<file path="config.mk">
export PLATFORM = sky130hd
export DESIGN_NAME = useq_ctrl
export DESIGN_NICKNAME = d
export VERILOG_FILES = /design/src/rtl/useq_pkg.sv /design/src/rtl/useq_store.sv /design/src/rtl/useq_dispatch.sv /design/src/rtl/useq_decode.sv /design/src/rtl/useq_ctrl.sv
export SDC_FILE = /design/constraint.sdc
export NUM_CORES = 1
export LEC_CHECK = 0
export ABC_AREA = 0
export BUFFER_PORTS_ARGS = -buffer_cell sky130_fd_sc_hd__buf_2
export CAP_MARGIN = 30
export CELL_PAD_IN_SITES_DETAIL_PLACEMENT = 0
export CELL_PAD_IN_SITES_GLOBAL_PLACEMENT = 2
export CORE_UTILIZATION = 28
export CTS_CLUSTER_SIZE = 28
export DETAILED_ROUTE_END_ITERATION = 16
export PLACE_DENSITY = 0.81
export SLEW_MARGIN = 10
export SYNTH_ARGS = -nofsm -noshare
export SYNTH_HDL_FRONTEND = slang
export SYNTH_SLANG_ARGS = --single-unit
</file>
<file path="constraint.sdc">
create_clock -name clk -period 6.44 [get_ports clk]
set_clock_uncertainty 0.2 [all_clocks]
set_input_delay 1.288 -clock clk [delete_from_list [all_inputs] [get_ports clk]]
set_output_delay 1.288 -clock clk [all_outputs]
set_load 0.05 [all_outputs]
</file>
<file path="src/rtl/useq_pkg.sv">
package useq_pkg;

  typedef struct packed {
    logic [1:0] alu;
    logic       src1;
    logic [2:0] src2;
    logic [1:0] dest;
    logic [2:0] mem;
    logic       irw;
    logic [1:0] pcw;
    logic [1:0] seq;
  } uword_t;

  localparam int UWORD_W = $bits(uword_t);

  // sequencing
  localparam logic [1:0] SQ_FETCH = 2'b00;
  localparam logic [1:0] SQ_DISP  = 2'b01;
  localparam logic [1:0] SQ_NEXT  = 2'b10;
  localparam logic [1:0] SQ_ALT   = 2'b11;

  // alu
  localparam logic [1:0] AL_ADD = 2'b00;
  localparam logic [1:0] AL_SUB = 2'b01;
  localparam logic [1:0] AL_FN  = 2'b10;
  localparam logic [1:0] AL_OR  = 2'b11;

  // operand a
  localparam logic A_PC = 1'b0;
  localparam logic A_RS = 1'b1;

  // operand b
  localparam logic [2:0] B_RT   = 3'b000;
  localparam logic [2:0] B_FOUR = 3'b001;
  localparam logic [2:0] B_SX   = 3'b010;
  localparam logic [2:0] B_SXSH = 3'b011;
  localparam logic [2:0] B_ZX   = 3'b100;

  // ALU destination
  localparam logic [1:0] D_NONE = 2'b00;
  localparam logic [1:0] D_TGT  = 2'b01;
  localparam logic [1:0] D_RD   = 2'b10;
  localparam logic [1:0] D_RT   = 2'b11;

  // memory
  localparam logic [2:0] M_NONE = 3'b000;
  localparam logic [2:0] M_RDPC = 3'b001;
  localparam logic [2:0] M_RDAL = 3'b010;
  localparam logic [2:0] M_WRAL = 3'b011;
  localparam logic [2:0] M_LDRT = 3'b100;

  // pc write control
  localparam logic [1:0] P_NONE = 2'b00;
  localparam logic [1:0] P_ALU  = 2'b01;
  localparam logic [1:0] P_COND = 2'b10;
  localparam logic [1:0] P_JMP  = 2'b11;

  // micro-addresses
  localparam int UA_FETCH = 0;
  localparam int UA_DEC   = 1;
  localparam int UA_REX   = 2;
  localparam int UA_RWB   = 3;
  localparam int UA_OEX   = 4;
  localparam int UA_OWB   = 5;
  localparam int UA_LAD   = 6;
  localparam int UA_LMEM  = 7;
  localparam int UA_LWB   = 8;
  localparam int UA_SAD   = 9;
  localparam int UA_SMEM  = 10;
  localparam int UA_BEQ   = 11;
  localparam int UA_JMP   = 12;
  localparam int UA_UNDEF = 13;

  function automatic uword_t mk_uword(
    input logic [1:0] alu, input logic src1, input logic [2:0] src2,
    input logic [1:0] dest, input logic [2:0] mem, input logic irw,
    input logic [1:0] pcw, input logic [1:0] seq);
    uword_t w;
    w.alu = alu;  w.src1 = src1; w.src2 = src2; w.dest = dest;
    w.mem = mem;  w.irw = irw;   w.pcw = pcw;   w.seq = seq;
    return w;
  endfunction

  // next micro-address from the sequencing code
  function automatic int unsigned next_uaddr(
    input int unsigned cur, input int unsigned disp, input logic [1:0] seq);
    case (seq)
      SQ_DISP: return disp;
      SQ_NEXT: return cur + 1;
      default: return 0;
    endcase
  endfunction

endpackage

</file>
<file path="src/rtl/useq_store.sv">
module useq_store
  import useq_pkg::*;
#(
  parameter int UPC_W = 4
) (
  input  logic [UPC_W-1:0] upc,
  output uword_t           word
);
  always_comb begin
    case (int'(upc))
      UA_FETCH: word = mk_uword(AL_ADD, A_PC, B_FOUR, D_NONE, M_RDPC, 1'b1, P_ALU,  SQ_NEXT);
      UA_DEC:   word = mk_uword(AL_ADD, A_PC, B_SXSH, D_TGT,  M_NONE, 1'b0, P_NONE, SQ_DISP);
      UA_REX:   word = mk_uword(AL_FN,  A_RS, B_RT,   D_NONE, M_NONE, 1'b0, P_NONE, SQ_NEXT);
      UA_RWB:   word = mk_uword(AL_FN,  A_RS, B_RT,   D_RD,   M_NONE, 1'b0, P_NONE, SQ_FETCH);
      UA_OEX:   word = mk_uword(AL_OR,  A_RS, B_ZX,   D_NONE, M_NONE, 1'b0, P_NONE, SQ_NEXT);
      UA_OWB:   word = mk_uword(AL_OR,  A_RS, B_ZX,   D_RT,   M_NONE, 1'b0, P_NONE, SQ_FETCH);
      UA_LAD:   word = mk_uword(AL_ADD, A_RS, B_SX,   D_NONE, M_NONE, 1'b0, P_NONE, SQ_NEXT);
      UA_LMEM:  word = mk_uword(AL_ADD, A_RS, B_SX,   D_NONE, M_RDAL, 1'b0, P_NONE, SQ_NEXT);
      UA_LWB:   word = mk_uword(AL_ADD, A_PC, B_RT,   D_NONE, M_LDRT, 1'b0, P_NONE, SQ_FETCH);
      UA_SAD:   word = mk_uword(AL_ADD, A_RS, B_SX,   D_NONE, M_NONE, 1'b0, P_NONE, SQ_NEXT);
      UA_SMEM:  word = mk_uword(AL_ADD, A_RS, B_SX,   D_NONE, M_WRAL, 1'b0, P_NONE, SQ_FETCH);
      UA_BEQ:   word = mk_uword(AL_SUB, A_RS, B_RT,   D_NONE, M_NONE, 1'b0, P_COND, SQ_FETCH);
      UA_JMP:   word = mk_uword(AL_ADD, A_PC, B_RT,   D_NONE, M_NONE, 1'b0, P_JMP,  SQ_FETCH);
      UA_UNDEF: word = mk_uword(AL_ADD, A_PC, B_RT,   D_NONE, M_NONE, 1'b0, P_NONE, SQ_FETCH);
      default:  word = mk_uword(AL_ADD, A_PC, B_RT,   D_NONE, M_NONE, 1'b0, P_NONE, SQ_ALT);
    endcase
  end
endmodule

</file>
<file path="src/rtl/useq_dispatch.sv">
module useq_dispatch
  import useq_pkg::*;
#(
  parameter int          OPC_W   = 6,
  parameter int          UPC_W   = 4,
  parameter logic [OPC_W-1:0] OP_RTYPE = 6'h00,
  parameter logic [OPC_W-1:0] OP_ORI   = 6'h0D,
  parameter logic [OPC_W-1:0] OP_LW    = 6'h23,
  parameter logic [OPC_W-1:0] OP_SW    = 6'h2B,
  parameter logic [OPC_W-1:0] OP_BEQ   = 6'h04,
  parameter logic [OPC_W-1:0] OP_JMP   = 6'h02
) (
  input  logic [OPC_W-1:0] opcode,
  output logic [UPC_W-1:0] entry
);
  always_comb begin
    case (opcode)
      OP_RTYPE: entry = UPC_W'(UA_REX);
      OP_ORI:   entry = UPC_W'(UA_OEX);
      OP_LW:    entry = UPC_W'(UA_LAD);
      OP_SW:    entry = UPC_W'(UA_SAD);
      OP_BEQ:   entry = UPC_W'(UA_BEQ);
      OP_JMP:   entry = UPC_W'(UA_JMP);
      default:  entry = UPC_W'(UA_UNDEF);
    endcase
  end
endmodule

</file>
<file path="src/rtl/useq_decode.sv">
module useq_decode
  import useq_pkg::*;
(
  input  uword_t     word,
  output logic [1:0] alu_op,
  output logic       sel_a,
  output logic [2:0] sel_b,
  output logic       reg_write,
  output logic       mem_to_reg,
  output logic       reg_dst,
  output logic       target_write,
  output logic       mem_read,
  output logic       mem_write,
  output logic       i_or_d,
  output logic       ir_write,
  output logic       pc_write,
  output logic       pc_write_cond,
  output logic [1:0] pc_src
);
  always_comb begin
    alu_op = word.alu;
    sel_a  = word.src1;
    sel_b  = word.src2;
    // register destination and memory-to-register share decode
    target_write = (word.dest == D_TGT);
    reg_dst      = (word.dest == D_RD);
    mem_to_reg   = (word.mem == M_LDRT);
    reg_write    = (word.dest == D_RD) || (word.dest == D_RT) || (word.mem == M_LDRT);
    mem_read     = (word.mem == M_RDPC) || (word.mem == M_RDAL);
    mem_write    = (word.mem == M_WRAL);
    i_or_d       = (word.mem == M_RDAL) || (word.mem == M_WRAL);
    ir_write     = word.irw;
    pc_write      = (word.pcw == P_ALU) || (word.pcw == P_JMP);
    pc_write_cond = (word.pcw == P_COND);
    case (word.pcw)
      P_COND:  pc_src = 2'b01;
      P_JMP:   pc_src = 2'b10;
      default: pc_src = 2'b00;
    endcase
  end
endmodule

</file>
<file path="src/rtl/useq_ctrl.sv">
module useq_ctrl
  import useq_pkg::*;
#(
  parameter int OPC_W = 6,
  parameter int UPC_W = 4
) (
  input  logic             clk,
  input  logic             rst_n,
  input  logic [OPC_W-1:0] opcode_i,
  output logic [UPC_W-1:0] upc_o,
  output logic [1:0]       alu_op_o,
  output logic             alu_sel_a_o,
  output logic [2:0]       alu_sel_b_o,
  output logic             reg_write_o,
  output logic             mem_to_reg_o,
  output logic             reg_dst_o,
  output logic             target_write_o,
  output logic             mem_read_o,
  output logic             mem_write_o,
  output logic             i_or_d_o,
  output logic             ir_write_o,
  output logic             pc_write_o,
  output logic             pc_write_cond_o,
  output logic [1:0]       pc_src_o
);
  logic [UPC_W-1:0] upc_q;
  logic [UPC_W-1:0] upc_nxt;
  logic [UPC_W-1:0] disp_addr;
  logic [1:0]       seq_code;
  uword_t           cur_word;
  logic raw_rw, raw_tw, raw_mw, raw_irw, raw_pw, raw_pwc;

  useq_store #(.UPC_W(UPC_W)) u_store (.upc(upc_q), .word(cur_word));

  useq_dispatch #(.OPC_W(OPC_W), .UPC_W(UPC_W)) u_disp (
    .opcode(opcode_i), .entry(disp_addr));

  useq_decode u_dec (
    .word(cur_word), .alu_op(alu_op_o), .sel_a(alu_sel_a_o), .sel_b(alu_sel_b_o),
    .reg_write(raw_rw), .mem_to_reg(mem_to_reg_o), .reg_dst(reg_dst_o),
    .target_write(raw_tw), .mem_read(mem_read_o), .mem_write(raw_mw),
    .i_or_d(i_or_d_o), .ir_write(raw_irw), .pc_write(raw_pw),
    .pc_write_cond(raw_pwc), .pc_src(pc_src_o));

  assign seq_code = cur_word.seq;
  assign upc_nxt  = UPC_W'(next_uaddr(int'(upc_q), int'(disp_addr), seq_code));

  always_ff @(posedge clk or negedge rst_n) begin
    if (!rst_n) upc_q <= '0;
    else        upc_q <= upc_nxt;
  end

  // write enables are held off while reset is applied
  assign reg_write_o     = raw_rw  & rst_n;
  assign target_write_o  = raw_tw  & rst_n;
  assign mem_write_o     = raw_mw  & rst_n;
  assign ir_write_o      = raw_irw & rst_n;
  assign pc_write_o      = raw_pw  & rst_n;
  assign pc_write_cond_o = raw_pwc & rst_n;
  assign upc_o           = upc_q;
endmodule

</file>
==> metrics.md <==
| Metric | Value |
|---|---|
| Critical Path RT | 4.95 ns |
| # port buffers | 29 |
| CTS Root Cell | clkbuf_4 |
| CP Max Fanout | 10 |
| Worst setup path startpoint | rst_n |
| Clk sinks | 4 |
| Final period util | 54.0% |
| Final ANT Viol Nets | 0 |
| Initial DRC Count | 4 |
| Max-Slew Margin vs Limit | 54.4% |
| Starting Density | 30.2% |
| Crit-path max cell delay | 0.25 ns |
| Worst setup endpoint | pc_write_o |
| Synthesis-to-finish area growth | 25.0% |
| Ys Warns | 0 |
| Clock H-tree levels | 1 |
| Reg-to-reg startpoint | upc_o[0] |
| TNS Setup | 0 ns |
| Die Ht | 54.1 µm |
| Cell variety after synth | 36 |
| Worst Path Buf+Inv | 2 |
| RSZ-0062 raised after global routing | no |
| Worst path depth | 4 |
| Hold Crit Class | register to register |
| Antenna diodes | 0 |
| Most frequent cells in the layout | 29 x buf_2, 13 x ha_1, 10 x inv_1, 9 x nor2_1, 6 x nor2b_1 |
| Synth Register Bits | 4 |
| Via count | 766 |
| Critical path cell sequence | buf_2 -> and3_1 -> a21o_1 -> buf_2 |
| Critical Path AT | 1.99 ns |
| Reg2reg path depth | 8 |
| # IOs | 30 |
| Worst Setup Start Kind | primary input |
| Post-CTS Setup Inserts | 0 |
| CTS Buffer Depth | 2 |
| EDFF count, synth | 0 |
| Die ar. | 2930 µm² |
| Sequential fraction of the synthesis area | 13.2% |
| WL final | 1790 µm |
| CTS tree | yes |
| Minimum clock period | 3.48 ns |
| Total gr overflow | 0 |
| Commonest register cell after synthesis | dfrtp_1 |
| NumNets Final | 149 |
| DRT Pass-1 Iters | 3 |
| Net Count, Synth | 118 |
| Fmax | 288 MHz |
| Most common cell after layout, fill and taps aside | buf_2 |
| FF-to-FF End | upc_o[3] |
| Post-CTS Resized | 0 |
| First-pass GRT wire length | 2910 µm |
| Status | finished, final reports clean |
| Core ar. | 2520 µm² |
| Final hold violation count | 0 |
| CP max-delay cell | buf_2 |
| DP Wirelength | 1450 µm |
| Worst path top cell family by delay | buffers and inverters |
| CTS clk-pin slew, worst paths | 0.03 ns |
| Number of flip-flops in the largest register | 4 |
| CP endpoint kind | primary output |
| CTS Buf Count | 3 |
| Total Routing Usage GR | 13.8% |
| Largest net degree at the start of global routing | 26 |
| Most common cell on crit path | buf_2 |
| Die W | 54.1 µm |
| Initial antenna violation count | 0 |
| Internal reg-to-reg setup slack | 3.88 ns |
| Vias/cell | 4.91 |
| Syn Inst Count | 97 |
| Vias in the first global route | 678 |
| Max_cap viols | 0 |
| Tightest Pin Transition | 0.683 ns |
| Post-Syn Area per Cell | 7.84 µm² |
| Post-synth ARST share | 100% |
| Drc violations | 0 |
| WL per Instance | 11.4 µm |
| Later-pin clock latency in the skew report | 0.23 ns |
| RD Place Congestion | 0.777 |
| Kind of critical path | primary input to primary output |
| Post-synthesis cell area | 761 µm² |
| Std cell rows | 18 |
| Hold Buf Count CTS | 0 |
| Share of cells above drive strength 1 | 29.4% |
| Fill cells | 293 |
| Final Slew Violations | 0 |
| Setup violations, final | 0 |
-- worst min path at each step --
stage                     slack [ns]      from  depth (start not counted)        to
after floorplan                 0.79     rst_n                          0  upc_o[0]
after global placement          0.62  upc_o[0]                          3  upc_o[0]
after detailed placement        0.61  upc_o[0]                          3  upc_o[0]
after CTS                       0.62  upc_o[0]                          3  upc_o[0]
after global routing            0.68     rst_n                          1  upc_o[3]
final                           0.62  upc_o[0]                          3  upc_o[0]
-- per-layer routing --
layer / global-route usage, % / vias to the layer above / part of all wire, %
met4: 5.98 / 0 / 0.67
li1: - / 405 / -
met5: 0 / - / 0
met3: 1.98 / 2 / 3.6
met2: 23.6 / 10 / 50
met1: 16.9 / 349 / 46
-- worst register-to-register path: stages (launching register included) --
cell and delay [ns]:
dfrtp_1 0.48, inv_1 0.13, ha_1 0.28, o31ai_1 0.33, o21ai_0 0.13, ha_1 0.42, nand2b_1 0.13, a21oi_1 0.04
a211o_1 0.29
-- synthesized netlist by cell type (3+ instances only) --
library cell / count / area [µm²]
ha_1: 13 / 163
o21ai_0: 3 / 15.0
nand2_1: 5 / 18.8
nor2_1: 9 / 33.8
nor3_1: 3 / 15.0
and3_1: 3 / 18.8
a21oi_1: 3 / 15.0
dfrtp_1: 4 / 100
nor2b_1: 6 / 37.5
nand2b_1: 3 / 18.8
inv_1: 10 / 37.5
buf_2: 3 / 15.0
-- final cells by class --
type | count | area, µm² | area share [%]
clock buffers | 3 | 22.5 | 2.37
inverters | 10 | 37.5 | 3.95
multi-input cells | 80 | 608 | 63.9
flip-flops and latches | 4 | 100 | 10.5
well taps | 30 | 37.5 | 3.95
repair buffers | 29 | 145 | 15.3
-- metrics by stage --
stage / hold WS [ns] / area [µm²] / std cells / setup slack [ns] / utilization, %
after floorplan: 0.792 / 761 / 97 / 2.52 / -
after global routing: 0.679 / 951 / 156 / 2.88 / 37.7
after detailed placement: 0.611 / 928 / 153 / 2.96 / 36.8
after CTS: 0.623 / 951 / 156 / 2.96 / 37.7
final: 0.617 / 951 / 156 / 2.96 / 37.7
after global placement: 0.624 / 928 / 153 / 2.98 / 36.8
-- logic make-up (layout without fill, tap and decap cells) --
kind of cell | after synthesis | after routing | share of synthesized area (%)
and+or+nand+nor | 42 | 42 | 33.7
AOI/OAI and AO/OA | 22 | 22 | 20.9
adders and majority gates | 13 | 13 | 21.4
buffers and inverters | 13 | 42 | 6.91
DFF | 4 | 4 | 13.2
muxes | 2 | 2 | 2.80
xor gates and xnor gates | 1 | 1 | 1.15
Power is left out: the tool's default activity adds up to more than one toggle a clock period on the data nets, which glitch-free logic cannot reach.
